==> src/rtl/clkcfg_pkg.sv <==
package clkcfg_pkg;

    localparam int NUM_REGS      = 6;
    localparam int NUM_OUTS      = 9;
    localparam int CMD_IDX_BITS  = 7;
    localparam int IDX_W         = CMD_IDX_BITS + 1;
    localparam int CNT_REG       = 4;
    localparam int OE_LO_REG     = 1;
    localparam int OE_HI_REG     = 2;
    localparam int AMP_REG       = 5;

    typedef enum logic [2:0] {
        ST_IDLE,
        ST_ADDR,
        ST_ADDR_ACK,
        ST_RX,
        ST_RX_ACK,
        ST_TX,
        ST_TX_ACK
    } bus_state_e;

    typedef enum logic [1:0] {
        RK_CMD,
        RK_COUNT,
        RK_DATA
    } rx_kind_e;

    function automatic logic [7:0] reg_reset(input int i);
        case (i)
            1:       return 8'h17;
            2:       return 8'hF8;
            3:       return 8'h08;
            4:       return 8'h06;
            5:       return 8'hD8;
            default: return 8'h00;
        endcase
    endfunction

    function automatic logic [7:0] reg_wmask(input int i);
        case (i)
            1:       return 8'h17;
            2:       return 8'hF8;
            3:       return 8'hFF;
            4:       return 8'hFF;
            5:       return 8'hF0;
            default: return 8'h00;
        endcase
    endfunction

endpackage

==> src/rtl/clkcfg_line_sync.sv <==
module clkcfg_line_sync #(
    parameter int STAGES = 2
) (
    input  logic clk,
    input  logic rst_n,
    input  logic hold,
    input  logic scl_i,
    input  logic sda_i,
    output logic scl_rise,
    output logic scl_fall,
    output logic bus_start,
    output logic bus_stop,
    output logic sda_lvl
);

    typedef struct packed {
        logic [STAGES:0] scl;
        logic [STAGES:0] sda;
    } sync_t;

    sync_t s_d, s_q;
    logic  scl_now, scl_old, sda_now, sda_old;

    always_comb begin
        s_d     = s_q;
        s_d.scl = {s_q.scl[STAGES-1:0], scl_i};
        s_d.sda = {s_q.sda[STAGES-1:0], sda_i};
        if (hold) begin
            s_d.scl = '1;
            s_d.sda = '1;
        end
    end

    always_ff @(posedge clk or negedge rst_n) begin
        if (!rst_n) begin
            s_q <= '1;
        end else begin
            s_q <= s_d;
        end
    end

    assign scl_now   = s_q.scl[STAGES-1];
    assign scl_old   = s_q.scl[STAGES];
    assign sda_now   = s_q.sda[STAGES-1];
    assign sda_old   = s_q.sda[STAGES];

    assign scl_rise  = scl_now & ~scl_old;
    assign scl_fall  = ~scl_now & scl_old;
    assign bus_start = scl_now & scl_old & sda_old & ~sda_now;
    assign bus_stop  = scl_now & scl_old & ~sda_old & sda_now;
    assign sda_lvl   = sda_now;

endmodule

==> src/rtl/clkcfg_reg_bank.sv <==
module clkcfg_reg_bank
    import clkcfg_pkg::*;
#(
    parameter int N = NUM_REGS,
    parameter int W = IDX_W
) (
    input  logic             clk,
    input  logic             rst_n,
    input  logic             hold,
    input  logic             wr_en,
    input  logic [W-1:0]     wr_idx,
    input  logic [7:0]       wr_data,
    input  logic [W-1:0]     rd_idx,
    output logic [7:0]       rd_data,
    output logic [8*N-1:0]   image
);

    for (genvar g = 0; g < N; g++) begin : g_reg
        localparam logic [7:0] RV = reg_reset(g);
        localparam logic [7:0] WM = reg_wmask(g);
        logic [7:0] r_d, r_q;

        always_comb begin
            r_d = r_q;
            if (wr_en && (wr_idx == W'(g))) begin
                r_d = (r_q & ~WM) | (wr_data & WM);
            end
            if (hold) begin
                r_d = RV;
            end
        end

        always_ff @(posedge clk or negedge rst_n) begin
            if (!rst_n) begin
                r_q <= RV;
            end else begin
                r_q <= r_d;
            end
        end

        assign image[8*g +: 8] = r_q;
    end

    always_comb begin
        rd_data = '0;
        for (int i = 0; i < N; i++) begin
            if (rd_idx == W'(i)) begin
                rd_data = image[8*i +: 8];
            end
        end
    end

endmodule

==> src/rtl/clkcfg_bus_fsm.sv <==
module clkcfg_bus_fsm
    import clkcfg_pkg::*;
#(
    parameter logic [6:0] DEV_ADDR = 7'h6B,
    parameter int         W        = IDX_W
) (
    input  logic         clk,
    input  logic         rst_n,
    input  logic         hold,
    input  logic         scl_rise,
    input  logic         scl_fall,
    input  logic         bus_start,
    input  logic         bus_stop,
    input  logic         sda_lvl,
    input  logic [7:0]   rd_data,
    input  logic [7:0]   cnt_val,
    output logic         wr_en,
    output logic [W-1:0] wr_idx,
    output logic [7:0]   wr_data,
    output logic [W-1:0] rd_idx,
    output logic         sda_oe
);

    typedef struct packed {
        bus_state_e  st;
        logic [2:0]  bit_cnt;
        logic        got;
        logic [7:0]  sh;
        logic        rw;
        rx_kind_e    kind;
        logic        blk;
        logic [7:0]  remain;
        logic [W-1:0] idx;
        logic        oe;
    } fsm_t;

    localparam fsm_t FSM_RST = '{
        st: ST_IDLE, bit_cnt: '0, got: 1'b0, sh: '0, rw: 1'b0,
        kind: RK_CMD, blk: 1'b0, remain: '0, idx: '0, oe: 1'b0
    };

    fsm_t d, q;

    function automatic logic [W-1:0] step_idx(input logic [W-1:0] i);
        return (i == '1) ? i : i + 1'b1;
    endfunction

    always_comb begin
        d       = q;
        wr_en   = 1'b0;
        wr_idx  = q.idx;
        wr_data = q.sh;
        rd_idx  = q.idx;

        if (bus_stop) begin
            d.st  = ST_IDLE;
            d.oe  = 1'b0;
            d.got = 1'b0;
        end else if (bus_start) begin
            d.st      = ST_ADDR;
            d.bit_cnt = '0;
            d.got     = 1'b0;
            d.oe      = 1'b0;
        end else begin
            case (q.st)
                ST_ADDR, ST_RX: begin
                    if (scl_rise) begin
                        d.sh      = {q.sh[6:0], sda_lvl};
                        d.bit_cnt = q.bit_cnt + 3'd1;
                        if (q.bit_cnt == 3'd7) d.got = 1'b1;
                    end else if (scl_fall && q.got) begin
                        d.got = 1'b0;
                        if (q.st == ST_ADDR) begin
                            if (q.sh[7:1] == DEV_ADDR) begin
                                d.st = ST_ADDR_ACK;
                                d.rw = q.sh[0];
                                d.oe = 1'b1;
                            end else begin
                                d.st = ST_IDLE;
                            end
                        end else begin
                            d.st = ST_RX_ACK;
                            d.oe = 1'b1;
                            case (q.kind)
                                RK_CMD: begin
                                    d.idx    = W'(q.sh[CMD_IDX_BITS-1:0]);
                                    d.blk    = ~q.sh[7];
                                    d.kind   = q.sh[7] ? RK_DATA : RK_COUNT;
                                    d.remain = q.sh[7] ? 8'd1 : 8'd0;
                                end
                                RK_COUNT: begin
                                    d.remain = q.sh;
                                    d.kind   = RK_DATA;
                                end
                                default: begin
                                    if (q.remain != 8'd0) begin
                                        wr_en    = 1'b1;
                                        d.remain = q.remain - 8'd1;
                                        d.idx    = step_idx(q.idx);
                                    end
                                end
                            endcase
                        end
                    end
                end
                ST_ADDR_ACK: begin
                    if (scl_fall) begin
                        d.bit_cnt = '0;
                        if (q.rw) begin
                            d.st = ST_TX;
                            if (q.blk) begin
                                d.sh = cnt_val;
                            end else begin
                                d.sh  = rd_data;
                                d.idx = step_idx(q.idx);
                            end
                            d.oe = q.blk ? ~cnt_val[7] : ~rd_data[7];
                        end else begin
                            d.st   = ST_RX;
                            d.kind = RK_CMD;
                            d.oe   = 1'b0;
                        end
                    end
                end
                ST_RX_ACK: begin
                    if (scl_fall) begin
                        d.st      = ST_RX;
                        d.bit_cnt = '0;
                        d.oe      = 1'b0;
                    end
                end
                ST_TX: begin
                    if (scl_rise) begin
                        d.bit_cnt = q.bit_cnt + 3'd1;
                        if (q.bit_cnt == 3'd7) d.got = 1'b1;
                    end else if (scl_fall) begin
                        if (q.got) begin
                            d.st  = ST_TX_ACK;
                            d.got = 1'b0;
                            d.oe  = 1'b0;
                        end else begin
                            d.sh = {q.sh[6:0], 1'b0};
                            d.oe = ~q.sh[6];
                        end
                    end
                end
                ST_TX_ACK: begin
                    if (scl_rise) begin
                        if (sda_lvl) d.st = ST_IDLE;
                        else         d.got = 1'b1;
                    end else if (scl_fall && q.got) begin
                        d.got     = 1'b0;
                        d.st      = ST_TX;
                        d.bit_cnt = '0;
                        d.sh      = rd_data;
                        d.idx     = step_idx(q.idx);
                        d.oe      = ~rd_data[7];
                    end
                end
                default: begin
                end
            endcase
        end

        if (hold) begin
            d     = FSM_RST;
            wr_en = 1'b0;
        end
    end

    always_ff @(posedge clk or negedge rst_n) begin
        if (!rst_n) begin
            q <= FSM_RST;
        end else begin
            q <= d;
        end
    end

    assign sda_oe = q.oe;

endmodule

==> src/rtl/clkcfg_serial_slave.sv <==
module clkcfg_serial_slave
    import clkcfg_pkg::*;
#(
    parameter logic [6:0] DEV_ADDR    = 7'h6B,
    parameter int         SYNC_STAGES = 2
) (
    input  logic                  clk,
    input  logic                  rst_n,
    input  logic                  pwr_down,
    input  logic                  scl_i,
    input  logic                  sda_i,
    output logic                  sda_oe,
    output logic [8*NUM_REGS-1:0] regs_flat,
    output logic [NUM_OUTS-1:0]   out_en,
    output logic                  amp_sel,
    output logic [2:0]            amp_code
);

    localparam int LO_OUTS = 4;
    localparam int HI_OUTS = NUM_OUTS - LO_OUTS;

    logic             scl_rise, scl_fall, bus_start, bus_stop, sda_lvl;
    logic             wr_en;
    logic [IDX_W-1:0] wr_idx, rd_idx;
    logic [7:0]       wr_data, rd_data;
    logic [7:0]       lo_reg, hi_reg, amp_reg;

    clkcfg_line_sync #(.STAGES(SYNC_STAGES)) u_sync (
        .clk       (clk),
        .rst_n     (rst_n),
        .hold      (pwr_down),
        .scl_i     (scl_i),
        .sda_i     (sda_i),
        .scl_rise  (scl_rise),
        .scl_fall  (scl_fall),
        .bus_start (bus_start),
        .bus_stop  (bus_stop),
        .sda_lvl   (sda_lvl)
    );

    clkcfg_bus_fsm #(.DEV_ADDR(DEV_ADDR), .W(IDX_W)) u_fsm (
        .clk       (clk),
        .rst_n     (rst_n),
        .hold      (pwr_down),
        .scl_rise  (scl_rise),
        .scl_fall  (scl_fall),
        .bus_start (bus_start),
        .bus_stop  (bus_stop),
        .sda_lvl   (sda_lvl),
        .rd_data   (rd_data),
        .cnt_val   (regs_flat[8*CNT_REG +: 8]),
        .wr_en     (wr_en),
        .wr_idx    (wr_idx),
        .wr_data   (wr_data),
        .rd_idx    (rd_idx),
        .sda_oe    (sda_oe)
    );

    clkcfg_reg_bank #(.N(NUM_REGS), .W(IDX_W)) u_bank (
        .clk     (clk),
        .rst_n   (rst_n),
        .hold    (pwr_down),
        .wr_en   (wr_en),
        .wr_idx  (wr_idx),
        .wr_data (wr_data),
        .rd_idx  (rd_idx),
        .rd_data (rd_data),
        .image   (regs_flat)
    );

    assign lo_reg  = regs_flat[8*OE_LO_REG +: 8];
    assign hi_reg  = regs_flat[8*OE_HI_REG +: 8];
    assign amp_reg = regs_flat[8*AMP_REG +: 8];

    assign out_en[0] = lo_reg[4];
    for (genvar k = 1; k < LO_OUTS; k++) begin : g_oe_lo
        assign out_en[k] = lo_reg[LO_OUTS-1-k];
    end
    for (genvar k = 0; k < HI_OUTS; k++) begin : g_oe_hi
        assign out_en[LO_OUTS+k] = hi_reg[7-k];
    end

    assign amp_sel  = amp_reg[7];
    assign amp_code = amp_reg[6:4];

endmodule

==> config.mk <==
export PLATFORM = sky130hd
export DESIGN_NAME = clkcfg_serial_slave
export DESIGN_NICKNAME = d
export VERILOG_FILES = /design/src/rtl/clkcfg_pkg.sv /design/src/rtl/clkcfg_line_sync.sv /design/src/rtl/clkcfg_reg_bank.sv /design/src/rtl/clkcfg_bus_fsm.sv /design/src/rtl/clkcfg_serial_slave.sv
export SDC_FILE = /design/constraint.sdc
export NUM_CORES = 1
export LEC_CHECK = 0
export BUFFER_PORTS_ARGS = -buffer_cell sky130_fd_sc_hd__clkbuf_2
export CORE_MARGIN = 3
export CORE_UTILIZATION = 53
export DETAILED_ROUTE_END_ITERATION = 8
export PLACE_DENSITY = 0.77
export SKIP_LAST_GASP = 1
export SLEW_MARGIN = 20
export SYNTH_ARGS = -nofsm -noshare
export SYNTH_HDL_FRONTEND = slang
export SYNTH_SLANG_ARGS = --single-unit
==> constraint.sdc <==
create_clock -name clk -period 2.2 [get_ports clk]
set_input_delay 0.22 -clock clk [delete_from_list [all_inputs] [get_ports clk]]
set_output_delay 0.22 -clock clk [all_outputs]
set_load 0.005 [all_outputs]
# Word-level counts from Yosys, hierarchy flattened
# Cells that the tools add are included.
[op_classes]
n_reduce_logical = 37
mux = 99
bitwise = 18
n_eq_ne = 54
addsub = 3
[op_table]
columns = ["operator", "count"]
rows = [
  ["8-bit two-way mux", 25],
  ["28-bit two-way mux", 2],
  ["9-bit two-way mux", 5],
  ["21-bit two-way mux", 2],
  ["3-bit two-way mux", 13],
  ["36-bit two-way mux", 1],
  ["8-bit one-hot mux with 2 select lines", 2],
  ["8-bit one-hot mux with 4 select lines", 1],
  ["1-bit two-way mux", 31],
  ["5-bit by 4-bit inequality test with 1-bit output (second input constant)", 6],
  ["6-bit one-hot mux with 5 select lines", 1],
  ["3-bit inequality test (second input constant)", 9],
  ["8-bit one-hot mux with 3 select lines", 1],
  ["7-bit AND reduction", 3],
  ["10-bit AND reduction", 2],
  ["2-bit nonzero test", 10],
  ["19-bit two-way mux", 1],
  ["6-bit two-way mux", 3],
  ["6-bit by 5-bit inequality test with 1-bit output (second input constant)", 3],
  ["6-bit inequality test (second input constant)", 3],
  ["8-bit by 2-bit equality test with 1-bit output (second input constant)", 2],
  ["8-bit by 3-bit equality test with 1-bit output (second input constant)", 2],
  ["16-bit two-way mux", 1],
  ["4-bit by 3-bit inequality test with 1-bit output (second input constant)", 4],
  ["other kinds (39)", 78],
]
[totals]
inputBits = 5
register_bits = 82
output_inout_bits = 62
word_cells = 228

# Depth between registers and ports, before layout
[logic_depth]
word_depth = 14
depth_mapped = 9
ltp_nobuf = 7

# Hierarchy
# From an unflattened synthesis, not the netlist that was laid out.
[unflattened]
hier_cells = 552
area_unflattened_um2 = 5227.5
[modules_own_cells]
columns = ["module", "n_inst", "seq_area_each_um2", "cells_per_inst", "area_per_inst_um2"]
rows = [
  ["clkcfg_bus_fsm", 1, 900.9, 335, 2981.6],
  ["clkcfg_reg_bank", 1, 770.7, 188, 1920.6],
  ["clkcfg_line_sync", 1, 157.7, 16, 227.7],
  ["clkcfg_serial_slave", 1, 0.0, 13, 97.6],
]

# Worst setup path before layout
# Ideal clock, no wire load.
[synth_path]
path_kind = "register -> register"
from = "register u_sync.s_q[4] in the netlist's numbering"
to = "register u_fsm.q, in the netlist u_fsm.rd_idx[2]"
stages_incl_launch_ff = 10
t_arrival_ns = 2.155
setup_slack_ns = -0.083
setup_time_ns = 0.128
t_required_ns = 2.072
n_path_buf = 2
synth_period_minus_slack_ns = 2.283
cell_sequence = "dfstp_2 > inv_1 > ha_1 > buf_2 > nand3b_1 > nand2_1 > a31oi_1 > or2_1 > buf_2 > mux2_1"
[synth_via]
elab_chain_cells = 5
word_cells_on_any_way = 17
cone_classes = "7 x eq/ne; 8 x bitwise; 2 x reduce/logical"
[synth_rtl]
columns = ["element", "line", "text"]
rows = [
  ["start: declaration", "clkcfg_line_sync.sv:21", "sync_t s_d, s_q;"],
  ["start signal: assignment", "clkcfg_line_sync.sv:36", "s_q <= '1;"],
  ["start signal: assignment", "clkcfg_line_sync.sv:38", "s_q <= s_d;"],
  ["1-bit AND or 1-bit NOT (tied branches)", "clkcfg_line_sync.sv:49, clkcfg_line_sync.sv:50, clkcfg_line_sync.sv:48", ""],
  ["1-bit AND, on equally long branches", "clkcfg_line_sync.sv:50, clkcfg_line_sync.sv:49, clkcfg_line_sync.sv:48", ""],
  ["1-bit AND, or another cell as far along", "clkcfg_line_sync.sv:50", "assign bus_stop = scl_now & scl_old & ~sda_old & sda_now;"],
  ["2-bit inequality test (no source line) or 3-bit by 2-bit inequality test with 1-bit output (tied branches)", "--", ""],
  ["13-bit AND reduction (no source line) (*)", "--", ""],
  ["end signal: assignment", "clkcfg_bus_fsm.sv:173", "q <= FSM_RST;"],
  ["end signal: assignment", "clkcfg_bus_fsm.sv:175", "q <= d;"],
  ["end: declaration", "clkcfg_bus_fsm.sv:42", "fsm_t d, q;"],
]
# Every way passes the cells marked *; elsewhere a longest branch is shown, timed or not.
# A chain may end at the register's enable or synchronous reset.

# Final worst setup path
[layout_path]
from = "register u_sync.s_q[5] in the netlist's numbering"
to = "register u_fsm.q, in the netlist u_fsm.rd_idx[4]"
[layout_via]
elab_chain_cells = 5
word_cells_on_any_way = 17
cone_classes = "7 x eq/ne; 8 x bitwise; 2 x reduce/logical"
[layout_rtl]
columns = ["element", "line"]
rows = [
  ["1-bit AND", "clkcfg_line_sync.sv:49, clkcfg_line_sync.sv:50"],
  ["1-bit AND, on equally long branches (2 in a row)", "clkcfg_line_sync.sv:50, clkcfg_line_sync.sv:49"],
  ["2-bit inequality test (no source line)", "--"],
  ["13-bit AND reduction (no source line) (*)", "--"],
]
# Marks and branches as above.

==> impl_metrics.json <==
{
  "power_switching_w": 0.000851,
  "regToRegEndpoint": "u_fsm.rd_idx[4]",
  "syn-cell-area_um2": 5030,
  "initial_core_util": 0.560,
  "drive_gt1_frac": 0.305,
  "fillers": 738,
  "max_slew_margin": 0.623,
  "ys_ff_latch": 72,
  "yosys.area.top_type_share": 0.249,
  "die_h_um": 103,
  "yosysMostFrequentCell": "nand2_1",
  "core_area_um2": 8980,
  "antenna_found_initial": 0,
  "synth_cell_type_count": 74,
  "maxCapViolations": 0,
  "cts_tree": "done",
  "setup_viol": 0,
  "required_ps": 2450,
  "dp_slack_ps": -71.7,
  "regArea_um2": 1830,
  "antenna_left": 0,
  "hp-start": "scl_i",
  "reg2regPathDepth": 9,
  "ys_seq_area_frac": 0.364,
  "root_buffer": "clkbuf_8",
  "critPathLaunchType": "register",
  "pwr-share-seq": 0.490,
  "clock_skew_ps": 12.7,
  "port_buffers": 48,
  "dieArea_um2": 10700,
  "overflow": 0,
  "rrSetupSlack_ps": 20,
  "antenna_cells": 0,
  "synth_ff_type": "dfrtp_1",
  "drtPass1Iterations": 5,
  "cts.sinks": 72,
  "rows": 34,
  "yosysWarnings": 0,
  "cts_buffers": 9,
  "cts.path.max_buffers": 2,
  "drc": 0,
  "grt_start_max_net_pins": 31,
  "slew_violations": 0,
  "grtUsageTotal": 0.289,
  "synth_area_leaders": "dfrtp_1, dfstp_2, buf_4",
  "dpl.hpwl_mm": 10.5,
  "area_growth_pct": 18.4,
  "place.gp.congestion": 0.948,
  "yosys-top-cells-count": "nand2_1, dfrtp_1, nor2_1",
  "tightest_slew_ps": 565,
  "fin_crit_sh": 0.991,
  "hold_path.class": "in2reg",
  "status": "finished clean",
  "grt_pass1_vias": 4554,
  "hold_end": "u_sync.s_q[3]",
  "syn_inst": 578,
  "finalSetupTns_ps": 0,
  "period_needed_ps": 2180,
  "power_frac_comb": 0.163,
  "clkLatencyLatePin_ps": 350,
  "hold_violations": 0,
  "vias": 4782,
  "p_int_w": 0.00196,
  "min_path_cells": 2,
  "synth_edf_count": 0,
  "fmax_mhz": 459,
  "syn_avg_cell_area_um2": 8.70,
  "ctsHtreeMaxLevel": 3,
  "rsz0062_at_grt": "yes",
  "p_sw_frac": 0.303,
  "rr_startpoint": "u_sync.s_q[5]",
  "clkTransAtPathRegs_ps": 80,
  "clkPwrFrac": 0.347,
  "peakVddDrop_mv": 0.375,
  "async_flop_share": 1.00,
  "worst_slack_ps": 20.7,
  "avgViaCountPerCell": 6.12,
  "multi_input_area_um2": 2880,
  "worst-path-max-fanout": 5,
  "critPathArrivalTime_ps": 2430,
  "power.leakage_nw": 2.69,
  "die_x_um": 103,
  "grt_pass1_wl_mm": 24.0,
  "io_pins": 67,
  "netlist.top_cell.by_area": "dfrtp_1",
  "drt_iter0_markers": 410,
  "wl_mm": 14.7,
  "wl_per_cell_um": 18.9,
  "power_density_nw_per_um2": 472,
  "critPathCaptureType": "register",
  "path_class": "reg2reg",
  "nets": 666
}
==> cell type report <==
class	count	share of cell area
clock buffers	11	0.0237
well taps	126	0.0265
multi-input cells	427	0.484
clock inverters	5	0.00567
flip-flops and latches	72	0.307
repair buffers	118	0.139
inverters	22	0.0139
==> metal layers <==
metal  vias to the layer above  part of all wire  global-route usage
met3                        24             0.068              0.0496
met1                      2357              0.45               0.418
met4                         0             0.019              0.0956
met5                         -                 0                   0
li1                       2206                 -                   -
met2                       195              0.46               0.438
==> through the flow <==
step / cells / power (W) / instance area (µm²) / utilization / hold slack, ps
after floorplan: 595 / 0.00169 / 5110 / - / -75.6
after global placement: 761 / 0.00182 / 5600 / 0.624 / 229
after detailed placement: 761 / 0.00183 / 5600 / 0.624 / 234
after CTS: 778 / 0.00280 / 5810 / 0.647 / 52.6
after global routing: 781 / 0.00294 / 5950 / 0.663 / 48.7
final: 781 / 0.00281 / 5950 / 0.663 / 61.6
==> worst max path at each step <==
| stage | start | endpoint |
|---|---|---|
| floorplan | u_sync.s_q[5] | u_bank.g_reg[4].r_q[3] |
| CTS | u_fsm.rd_idx[0] | u_fsm.wr_data[0] |
| global route | u_fsm.rd_idx[0] | u_fsm.wr_data[0] |
| finish | u_sync.s_q[5] | u_fsm.rd_idx[4] |
| global placement | u_sync.s_q[4] | u_fsm.q[33] |
| detailed placement | u_sync.s_q[4] | u_fsm.q[33] |
==> worst max-delay path, stage by stage (launching register included) <==
cell      delay (ps)
dfstp_2          570
inv_2             40
ha_2             170
nand3b_1         230
buf_6            170
nand2_2           80
a31oi_4          110
buf_6            150
or3_1            380
a22o_1           190
==> flip-flops by register name, indices dropped and copies added, names as in the netlist <==
signal	count
u_sync.s_q	5
u_fsm.wr_data	8
u_fsm.sda_oe	1
u_sync.sda_lvl	1
u_bank.g.r_q	30
u_fsm.q	19
u_fsm.rd_idx	8
==> power groups by stage <==
stage | clock [W] | sequential [W] | combinational [W]
floorplan | 0 | 0.00139 | 0.000301
detailed placement | 0 | 0.00140 | 0.000429
CTS | 0.000982 | 0.00138 | 0.000439
global placement | 0 | 0.00140 | 0.000422
global route | 0.00105 | 0.00138 | 0.000505
finish | 0.000976 | 0.00138 | 0.000458
==> cells in the final DEF (no fill, tap or decap), drive strengths merged, types with 13 or more instances in the layout <==
| cell type | netlist | layout |
|---|---|---|
| mux2i | 16 | 16 |
| inv | 21 | 21 |
| nand2 | 51 | 51 |
| nor2 | 49 | 49 |
| buf | 46 | 69 |
| conb | 1 | 18 |
| dfstp | 22 | 22 |
| clkbuf | 28 | 59 |
| o21ai | 28 | 28 |
| dfrtp | 50 | 50 |
| a21oi | 39 | 39 |
| nor2b | 13 | 13 |
| nor3 | 24 | 24 |
==> timing repair <==
item,in CTS,in global routing
hold endpoints to repair,16,0
hold buffers,1,0
setup buffers,0,2
gates cloned,0,1
gates resized for setup,8,24
pin swaps,0,7
setup endpoints to repair,12,46
==> kinds of logic after synthesis <==
logic type                 synth area share
other                              0.000746
and+or+nand+nor                       0.219
adders and majority gates            0.0274
AOI/OAI and AO/OA                     0.234
muxes                                0.0475
xor gates and xnor gates            0.00523
DFF                                   0.364
buffers and inverters                 0.103
(Power assumes the default switching activity.)
